===== src/rtl/sys_timer_pkg.sv =====
package sys_timer_pkg;

    typedef logic [31:0] word_t;

    // Word indices (byte offset / 4) of the register window
    typedef enum logic [5:0] {
        W_ENABLE = 6'h01,
        W_RAW    = 6'h02,
        W_CLEAR  = 6'h03,
        W_MASKED = 6'h04,
        W_SNAP   = 6'h05,
        W_VAL_LO = 6'h15,
        W_VAL_HI = 6'h16
    } word_idx_e;

    localparam int SNAP_REQ_BIT   = 30;
    localparam int SNAP_VALID_BIT = 29;

endpackage


===== src/rtl/st_tick_gen.sv =====
module st_tick_gen #(
    parameter int PRESCALE = 10
) (
    input  logic clk,
    input  logic rst_n,
    output logic tick_o
);
    localparam int PW = (PRESCALE > 1) ? $clog2(PRESCALE) : 1;

    typedef struct packed {
        logic [PW-1:0] pre;
    } state_t;

    state_t st_d, st_q;

    always_comb begin
        st_d = st_q;
        if (tick_o) st_d.pre = '0;
        else        st_d.pre = st_q.pre + 1'b1;
    end

    always_ff @(posedge clk or negedge rst_n) begin
        if (!rst_n) st_q <= '0;
        else        st_q <= st_d;
    end

    assign tick_o = (st_q.pre == PW'(PRESCALE - 1));

    generate
        if (PRESCALE > 1) begin : g_spacing

            tick_spacing_chk: assert property (@(posedge clk) disable iff (!rst_n)
                tick_o |=> !tick_o);
        end
    endgenerate

endmodule


===== src/rtl/st_counter.sv =====
module st_counter #(
    parameter int CNT_W = 52
) (
    input  logic             clk,
    input  logic             rst_n,
    input  logic             tick_i,
    input  logic             snap_req_i,
    output logic [CNT_W-1:0] snap_val_o,
    output logic             snap_ok_o
);
    typedef struct packed {
        logic [CNT_W-1:0] cnt;
        logic [CNT_W-1:0] snap;
        logic             pend;
        logic             valid;
    } state_t;

    state_t st_d, st_q;

    always_comb begin
        st_d = st_q;
        if (tick_i) st_d.cnt = st_q.cnt + 1'b1;
        if (snap_req_i) begin
            st_d.pend  = 1'b1;
            st_d.valid = 1'b0;
        end else if (st_q.pend) begin
            st_d.pend  = 1'b0;
            st_d.snap  = st_q.cnt;
            st_d.valid = 1'b1;
        end
    end

    always_ff @(posedge clk or negedge rst_n) begin
        if (!rst_n) st_q <= '0;
        else        st_q <= st_d;
    end

    assign snap_val_o = st_q.snap;
    assign snap_ok_o  = st_q.valid;


    cnt_step_chk: assert property (@(posedge clk) disable iff (!rst_n)
        tick_i |=> st_q.cnt == $past(st_q.cnt) + 1'b1);


    cnt_hold_chk: assert property (@(posedge clk) disable iff (!rst_n)
        !tick_i |=> $stable(st_q.cnt));


    snap_drop_chk: assert property (@(posedge clk) disable iff (!rst_n)
        snap_req_i |=> !snap_ok_o);


    snap_ready_chk: assert property (@(posedge clk) disable iff (!rst_n)
        (st_q.pend && !snap_req_i) |=> (snap_ok_o && snap_val_o == $past(st_q.cnt)));

endmodule


===== src/rtl/st_alarm.sv =====
module st_alarm #(
    parameter int ALARM_TICKS = 16000
) (
    input  logic clk,
    input  logic rst_n,
    input  logic tick_i,
    output logic fire_o
);
    localparam int AW = (ALARM_TICKS > 1) ? $clog2(ALARM_TICKS) : 1;

    typedef struct packed {
        logic [AW-1:0] ctr;
    } state_t;

    state_t st_d, st_q;

    assign fire_o = tick_i && (st_q.ctr == AW'(ALARM_TICKS - 1));

    always_comb begin
        st_d = st_q;
        if (tick_i) begin
            if (fire_o) st_d.ctr = '0;
            else        st_d.ctr = st_q.ctr + 1'b1;
        end
    end

    always_ff @(posedge clk or negedge rst_n) begin
        if (!rst_n) st_q <= '0;
        else        st_q <= st_d;
    end


    fire_on_tick_chk: assert property (@(posedge clk) disable iff (!rst_n)
        fire_o |-> tick_i);

endmodule


===== src/rtl/sys_timer.sv =====
module sys_timer #(
    parameter int PRESCALE    = 10,
    parameter int CNT_W       = 52,
    parameter int ALARM_TICKS = 16000,
    parameter int NUM_TGT     = 3,
    parameter int IRQ_ID      = 1
) (
    input  logic       clk,
    input  logic       rst_n,
    input  logic [7:0] bus_addr,
    input  logic       bus_we,
    input  logic [7:0] bus_wdata,
    output logic [7:0] bus_rdata,
    output logic       irq_o,
    output logic [4:0] irq_id_o
);
    import sys_timer_pkg::*;

    localparam int HI_W = CNT_W - 32;

    typedef struct packed {
        logic [NUM_TGT-1:0] ena;
        logic [NUM_TGT-1:0] raw;
    } state_t;

    state_t st_d, st_q;

    logic             tick, fire;
    logic             snap_req, snap_ok;
    logic [CNT_W-1:0] snap_val;
    logic [5:0]       word_sel;
    logic [1:0]       lane_sel;
    logic             ena_wr, clr_wr;
    logic [NUM_TGT-1:0] clr_mask;
    word_t            rd_word;
    logic [63:0]      snap64;

    assign word_sel = bus_addr[7:2];
    assign lane_sel = bus_addr[1:0];

    assign ena_wr   = bus_we && (word_sel == W_ENABLE) && (lane_sel == 2'd0);
    assign clr_wr   = bus_we && (word_sel == W_CLEAR)  && (lane_sel == 2'd0);
    assign clr_mask = clr_wr ? bus_wdata[NUM_TGT-1:0] : '0;
    assign snap_req = bus_we && (word_sel == W_SNAP) && (lane_sel == 2'd3)
                      && bus_wdata[SNAP_REQ_BIT - 24];

    st_tick_gen #(.PRESCALE(PRESCALE)) u_tick (
        .clk   (clk),
        .rst_n (rst_n),
        .tick_o(tick)
    );

    st_counter #(.CNT_W(CNT_W)) u_cnt (
        .clk       (clk),
        .rst_n     (rst_n),
        .tick_i    (tick),
        .snap_req_i(snap_req),
        .snap_val_o(snap_val),
        .snap_ok_o (snap_ok)
    );

    st_alarm #(.ALARM_TICKS(ALARM_TICKS)) u_alarm (
        .clk   (clk),
        .rst_n (rst_n),
        .tick_i(tick),
        .fire_o(fire)
    );

    always_comb begin
        st_d = st_q;
        if (ena_wr) st_d.ena = bus_wdata[NUM_TGT-1:0];
        st_d.raw = st_q.raw & ~clr_mask;
        if (fire) st_d.raw[0] = 1'b1;
    end

    always_ff @(posedge clk or negedge rst_n) begin
        if (!rst_n) st_q <= '0;
        else        st_q <= st_d;
    end

    assign snap64 = 64'(snap_val);

    always_comb begin
        rd_word = '0;
        case (word_sel)
            W_ENABLE: rd_word = 32'(st_q.ena);
            W_RAW:    rd_word = 32'(st_q.raw);
            W_MASKED: rd_word = 32'(st_q.raw & st_q.ena);
            W_SNAP:   rd_word[SNAP_VALID_BIT] = snap_ok;
            W_VAL_LO: rd_word = snap64[31:0];
            W_VAL_HI: rd_word = 32'(snap64[32 +: HI_W]);
            default:  rd_word = '0;
        endcase
    end

    assign bus_rdata = rd_word[8*lane_sel +: 8];
    assign irq_o     = |(st_q.raw & st_q.ena);
    assign irq_id_o  = 5'(IRQ_ID);


    alarm_sets_raw_chk: assert property (@(posedge clk) disable iff (!rst_n)
        fire |=> st_q.raw[0]);


    clear_drops_raw_chk: assert property (@(posedge clk) disable iff (!rst_n)
        (clr_mask[0] && !fire) |=> !st_q.raw[0]);


    clear_keeps_raw_chk: assert property (@(posedge clk) disable iff (!rst_n)
        (clr_wr && !bus_wdata[0] && st_q.raw[0]) |=> st_q.raw[0]);


    enable_lane_chk: assert property (@(posedge clk) disable iff (!rst_n)
        !ena_wr |=> $stable(st_q.ena));

endmodule


===== config.mk =====
export PLATFORM = sky130hd
export DESIGN_NAME = sys_timer
export DESIGN_NICKNAME = d
export VERILOG_FILES = /design/src/rtl/sys_timer_pkg.sv /design/src/rtl/st_tick_gen.sv /design/src/rtl/st_counter.sv /design/src/rtl/st_alarm.sv /design/src/rtl/sys_timer.sv
export SDC_FILE = /design/constraint.sdc
export NUM_CORES = 1
export LEC_CHECK = 0
export ABC_AREA = 1
export CAP_MARGIN = 0
export CORE_MARGIN = 1.5
export CORE_UTILIZATION = 55
export CTS_CLUSTER_DIAMETER = 150
export DETAILED_ROUTE_END_ITERATION = 12
export GPL_ROUTABILITY_DRIVEN = 1
export GPL_TIMING_DRIVEN = 1
export PLACE_DENSITY = 0.77
export SYNTH_ARGS = -nofsm -noshare
export SYNTH_HDL_FRONTEND = slang
export SYNTH_SLANG_ARGS = --single-unit

===== constraint.sdc =====
create_clock -name clk -period 1.6 [get_ports clk]
set_input_delay 0.32 -clock clk [delete_from_list [all_inputs] [get_ports clk]]
set_output_delay 0.32 -clock clk [all_outputs]
set_load 0.02 [all_outputs]

==> results.toml, run 1 <==
[logic_synthesis]
syn_inst = 939
syn_area_per_cell_sq_um = 7.46
synth_area_sq_mm = 0.00700
ys_warn_count = 0
yosysSeqAreaShare_pct = 46.5
ys_ff_latch = 130
synthDistinctLibCells = 31

[global_routing]
grt_start_max_net_pins = 70
overflow = 0
grt_pass1_vias = 6273
grtUsageTotal_pct = 30.5
antenna_found_initial = 0
grt_pass1_wl_mm = 31.1

[setup_path]
critPathRequiredTime_ps = 1280
critical_path_class = "in -> out"
critPathLaunchType = "primary input"
crit_top_cell = "buf_4"
cp_max_fo = 5
slowest_stage = "nor2_4"
crit_buf_inv = 4
end_kind = "primary output"
critPathTopFamily = "buffers and inverters"
crit_arrival_ps = 1510
path_cells = "buf_4 -> nor2_4 -> buf_4 -> buf_4 -> nand4_1 -> o21ai_1 -> a21oi_1 -> nand2_1 -> buf_6"
slowest_delay_ps = 190

[clock_network]
clock-root-buffer = "clkbuf_16"
cts_tree = "built"
cts.htree.levels = 4
clk_pin_slew_ps = 60
clockBufferDepth = 2
insertion_delay_ps = 420
clock_sink_count = 130
numCtsBuffers = 17

[timing]
final-setup-viol-count = 11
finalHoldViolations = 0
rsz0062_at_grt = "yes"
timing.final.ws_setup_ps = -229
final_max_slew_viol_count = 0
clock.fmax_mhz = 547
finalCriticalPeriod_ps = 1830
final.setup.tns_ps = -1710
skew_ps = 8.11
finalCritPeriodShare_pct = 114

[die]
core_area_sq_mm = 0.0125
rows = 41
die_y_microns = 116
ios = 33
die_area_sq_mm = 0.0134
start_util_pct = 55.9
dieWidth_microns = 116

[cells_and_area]
n_antenna_cell = 0
final_area_sq_mm = 0.00935
nFillCells = 809
fin_nets = 1091
syn_to_final_growth_pct = 33.6
layout-drive-gt1-share_pct = 27.7

[power_and_ir_drop]
clkPwrFrac_pct = 48.3
leakagePower_nw = 4.37
p_switching_mw = 1.66
vdd_ir_drop_max_v = 0.000857
intPower_mw = 5.45
total_power_mw = 7.11
cellPowerDensity_mw_per_mm2 = 760
swShare_pct = 23.4
combPwrFrac_pct = 5.2
seq_power_share_pct = 46.5

[route]
final_antenna_net_count = 0
drt_wl_total_mm = 21.5
vias = 7047
wire_per_inst_microns = 17.1
vias_per_cell = 5.62
drt_iter0_markers = 895
post-route-drc-count = 0
dr.pass1.iters = 6

[run_status]
outcome = "finished, violations left"
violations = "setup timing"

[flow_run]
max-cap-violations = 0

[placement]
port_buffers = 23
placed_cell_area_sq_mm = 0.00802
dp_hpwl_mm = 13.8
gp_congestion = 0.943

[hold_path]
min_path_type = "in -> async"
## power groups by stage
| stage | sequential, mW | combinational, mW | clock, mW |
|---|---|---|---|
| after floorplan | 3.36 | 0.105 | 0 |
| after global placement | 3.36 | 0.291 | 0 |
| after detailed placement | 3.36 | 0.293 | 0 |
| after CTS | 3.30 | 0.332 | 3.43 |
| after global routing | 3.30 | 0.402 | 3.60 |
| final | 3.30 | 0.372 | 3.43 |
## layer usage
| layer | global-route usage (%) | routed length, microns | vias to the layer above |
|---|---|---|---|
| li1 | - | - | 3227 |
| met1 | 41.5 | 8830 | 3317 |
| met2 | 46.5 | 9980 | 408 |
| met3 | 7.90 | 1700 | 95 |
| met4 | 13.1 | 973 | 0 |
| met5 | 0 | 0 | - |
## cell usage in the layout (no fill, tap or decap), types with 20 or more instances in the layout
master,synthesis,final
nor2_2,13,22
nor2_1,90,57
nand4_1,26,26
buf_6,6,29
nand3_2,2,20
xor2_1,33,31
inv_1,112,94
dfrtp_1,130,125
buf_4,9,90
nor2_4,6,31
nand2_2,5,21
nand3_1,92,68
nand2_1,298,272
o21ai_0,63,52
## worst register-to-register path, cell delays in order, from the launching register on
cell and delay (ps):
dfrtp_1 400, nand2_1 120, nor2_2 330, nand2_8 110, nor2_4 180, buf_6 130, nand2_4 50, xor2_2 180
inv_1 50
## area by class of cell
class | count | area [sq um] | share of cell area (%)
clock buffer | 22 | 454 | 4.86
clock inverter | 10 | 62.6 | 0.669
inverter | 116 | 455 | 4.87
multi-input combinational | 672 | 3700 | 39.6
sequential | 130 | 3260 | 34.8
tap | 172 | 215 | 2.30
timing repair buffer | 133 | 1200 | 12.9
## flip-flops by register name (all words and copies together) (netlist names)
signal	cells
u_tick.st_q	4
st_q	6
u_cnt.st_q	53
u_cnt.snap_val_o	52
u_cnt.snap_ok_o	1
u_alarm.st_q	14
## Yosys cell counts
| cell | number | area (sq um) |
|---|---|---|
| nand2_1 | 298 | 1120 |
| dfrtp_1 | 130 | 3250 |
| inv_1 | 112 | 420 |
| nand3_1 | 92 | 460 |
| nor2_1 | 90 | 338 |
| o21ai_0 | 63 | 315 |
| xor2_1 | 33 | 289 |
| nand4_1 | 26 | 163 |
| nor3_1 | 15 | 75.1 |
| nor2_2 | 13 | 81.3 |
| buf_4 | 9 | 67.6 |
| clkbuf_1 | 8 | 30.0 |
| buf_6 | 6 | 67.6 |
| nor2_4 | 6 | 67.6 |
| a21oi_1 | 5 | 25.0 |
| nand2_2 | 5 | 31.3 |
| inv_2 | 4 | 15.0 |
| o21ai_1 | 4 | 20.0 |
| nor3_2 | 3 | 30.0 |
| conb_1 | 2 | 7.51 |
| ha_1 | 2 | 25.0 |
| nand3_2 | 2 | 20.0 |
| nand3b_1 | 2 | 15.0 |
| xnor2_1 | 2 | 17.5 |
| a21boi_0 | 1 | 7.51 |
| and3_1 | 1 | 6.26 |
| buf_1 | 1 | 3.75 |
| clkbuf_2 | 1 | 5.00 |
| nand4_2 | 1 | 12.5 |
| nor3b_1 | 1 | 7.51 |
| nor4_1 | 1 | 6.26 |
## worst paths after layout
kind	start	cells past startpoint	endpoint	slack, ps
setup / recovery	bus_addr[6]	9	bus_rdata[5]	-230
hold / removal	rst_n	2	st_q[4]	330
setup reg to reg	u_cnt.st_q[65]	8	u_cnt.st_q[70]	-60
hold reg to reg	u_cnt.snap_val_o[39]	2	u_cnt.snap_val_o[39]	480
max in group asynchronous	rst_n	3	u_cnt.snap_val_o[50]	700
min in group clk	bus_addr[2]	5	st_q[2]	440
## kinds of logic after synthesis
kind of cell | count (synthesis) | share of synthesized area, %
compound gates | 73 | 5.25
xor+xnor | 35 | 4.38
simple gates | 556 | 34.7
fa+ha+maj | 2 | 0.357
other cells | 2 | 0.107
flops | 130 | 46.5
buf+inv | 141 | 8.70
## per-stage QoR
stage               instances  utilization, %  worst slack [ps]  hold WS (ps)
floorplan                 942               -              1.45          24.4
global placement         1200            64.0             -1080           206
detailed placement       1200            64.0             -1080           209
CTS                      1242            70.4              -162           332
global route             1255            74.7              -284           347
finish                   1255            74.7              -229           325
## timing repair
| item | in CTS | in global routing |
|---|---|---|
| setup buffers | 8 | 13 |
| gates cloned | 2 | 0 |
| pin swaps | 33 | 47 |
| hold buffers | 1 | 0 |
| hold endpoints to repair | 24 | 0 |
| endpoints found under the setup margin | 17 | 51 |
| gates resized for setup | 154 | 124 |
(Power assumes the default switching activity.)
==> run 2, diff against run 1 <==
- CORE_UTILIZATION: 55 -> 57
- CTS_BUF_LIST: default -> sky130_fd_sc_hd__clkbuf_8
- PLACE_DENSITY: 0.77 -> 0.79
==> run 2 against run 1 <==
The run still ends with setup timing left. Register-to-register slack got worse by 40 ps. Critical path type is now reg -> out. Die area decreased by 3.4%. Cell count decreased by 0.96%. Sequential share of layout area decreased by 0.20 points.
==> results.toml, run 2 (synthesis results as in run 1) <==
[route]
drt_iter0_markers = 1068
dr.pass1.iters = 8
wire_per_inst_microns = 17.8
drt_wl_total_mm = 22.1
vias_per_cell = 5.75
post-route-drc-count = 0
vias = 7142
final_antenna_net_count = 0

[setup_path]
cp_max_fo = 3
critPathRequiredTime_ps = 1280
rr_worst_depth = 9
r2r_slack_ps = -100
end_kind = "primary output"
crit_top_cell = "nand2_1"
crit_arrival_ps = 1570
crit_buf_inv = 2
r2r_start = "u_cnt.st_q[54]"
slowest_stage = "dfrtp_1"
r2r-end = "u_cnt.st_q[93]"
critical_path_class = "reg -> out"
path_cells = "nand2_2 -> o21ai_1 -> inv_1 -> nand2_1 -> nand3_1 -> nand2_1 -> buf_6"
critPathTopFamily = "flip-flops"
slowest_delay_ps = 420
critPathLaunchType = "register"

[die]
dieWidth_microns = 114
rows = 40
ios = 33
die_y_microns = 114
die_area_sq_mm = 0.0130
core_area_sq_mm = 0.0120
start_util_pct = 58.3

[clock_network]
insertion_delay_ps = 450
cts_tree = "built"
cts.htree.levels = 4
clockBufferDepth = 2
clk_pin_slew_ps = 70
clock-root-buffer = "clkbuf_8"
numCtsBuffers = 17
clock_sink_count = 130

[placement]
gp_congestion = 0.924
port_buffers = 23
dp_cells = 1174
placed_cell_area_sq_mm = 0.00800
dp_hpwl_mm = 13.8

[timing]
rsz0062_at_grt = "yes"
final_max_slew_viol_count = 0
finalCriticalPeriod_ps = 1890
finalHoldViolations = 0
clock.fmax_mhz = 529
tightest_slew_ps = 514
slew_headroom_pct = 65.5
worst_hold_slack_ps = 266
finalCritPeriodShare_pct = 118
skew_ps = 14.4
final.setup.tns_ps = -1920
timing.final.ws_setup_ps = -289
final-setup-viol-count = 20

[global_routing]
grtUsageTotal_pct = 30.7
overflow = 0
grt_pass1_vias = 6327
grt_pass1_wl_mm = 30.6
grt_start_max_net_pins = 43
antenna_found_initial = 0

[cells_and_area]
layout_commonest_cell = "nand2_1"
final_cell_mix = "nand2_1, dfrtp_1, buf_4, inv_1, nand3_1"
final_core_util_pct = 78.3
top_register = "u_cnt.st_q"
fin_nets = 1106
final_area_sq_mm = 0.00941
nFillCells = 730
largest_reg_flops = 53
syn_to_final_growth_pct = 34.4
n_antenna_cell = 0
finalNonFillerCells = 1243
layout-drive-gt1-share_pct = 29.8

[hold_path]
min_path_type = "in -> async"

[run_status]
outcome = "finished, violations left"
violations = "setup timing"

[flow_run]
max-cap-violations = 0

[power_and_ir_drop]
vdd_ir_drop_max_v = 0.000489
leakagePower_nw = 4.40
cellPowerDensity_mw_per_mm2 = 690
## run 2: metrics by stage
step	worst slack [ps]	power, mW
6_report	-289	6.50
5_1_grt	-321	6.67
4_1_cts	-232	6.48
3_5_place_dp	-1170	3.66
3_3_place_gp	-1160	3.66
2_1_floorplan	1.45	3.46
## run 2: power by group
group	total (mW)	switching, mW	internal [mW]
clock	2.82	1.29	1.52
sequential	3.30	0.00711	3.29
combinational	0.379	0.221	0.158
## run 2: worst reg2reg max path: cells and delay by family, from the launching register on
kind | cells | cell delay, ps
AND/OR/NAND/NOR | 6 | 790
flip-flops | 1 | 400
buffers and inverters | 3 | 410
## run 2: how the worst max path moves through the flow
stage	to	depth (start not counted)	start	slack, ps
global placement	bus_rdata[4]	10	bus_addr[4]	-1160
global route	bus_rdata[1]	11	bus_addr[6]	-320
CTS	bus_rdata[2]	7	st_q[5]	-230
floorplan	bus_rdata[4]	10	bus_addr[7]	1
finish	bus_rdata[1]	7	st_q[4]	-290
detailed placement	bus_rdata[4]	10	bus_addr[3]	-1170
## run 2: metal layers
metal | vias up | GRT usage (%) | wire (microns)
li1 | 3257 | - | -
met1 | 3359 | 40.9 | 8910
met2 | 424 | 48.3 | 10400
met3 | 102 | 7.97 | 1820
met4 | 0 | 12.4 | 1010
met5 | - | 0 | 0
## run 2: what timing repair did
action	CTS	global route
cloned	3	0
pin swaps	41	68
hold buffers	1	0
resized for setup	161	139
endpoints found under the setup margin	21	53
endpoints found under the hold margin	122	0
buffers inserted	13	23
## run 2: area by class of cell
| cell class | instances | area [sq um] | area share [%] |
|---|---|---|---|
| inverters | 116 | 453 | 4.81 |
| clock inverters | 9 | 106 | 1.13 |
| multi-input cells | 671 | 3740 | 39.7 |
| clock buffers | 21 | 289 | 3.07 |
| well taps | 147 | 184 | 1.95 |
| repair buffers | 148 | 1370 | 14.6 |
| flip-flops and latches | 130 | 3260 | 34.6 |
| repair inverters | 1 | 7.51 | 0.0798 |
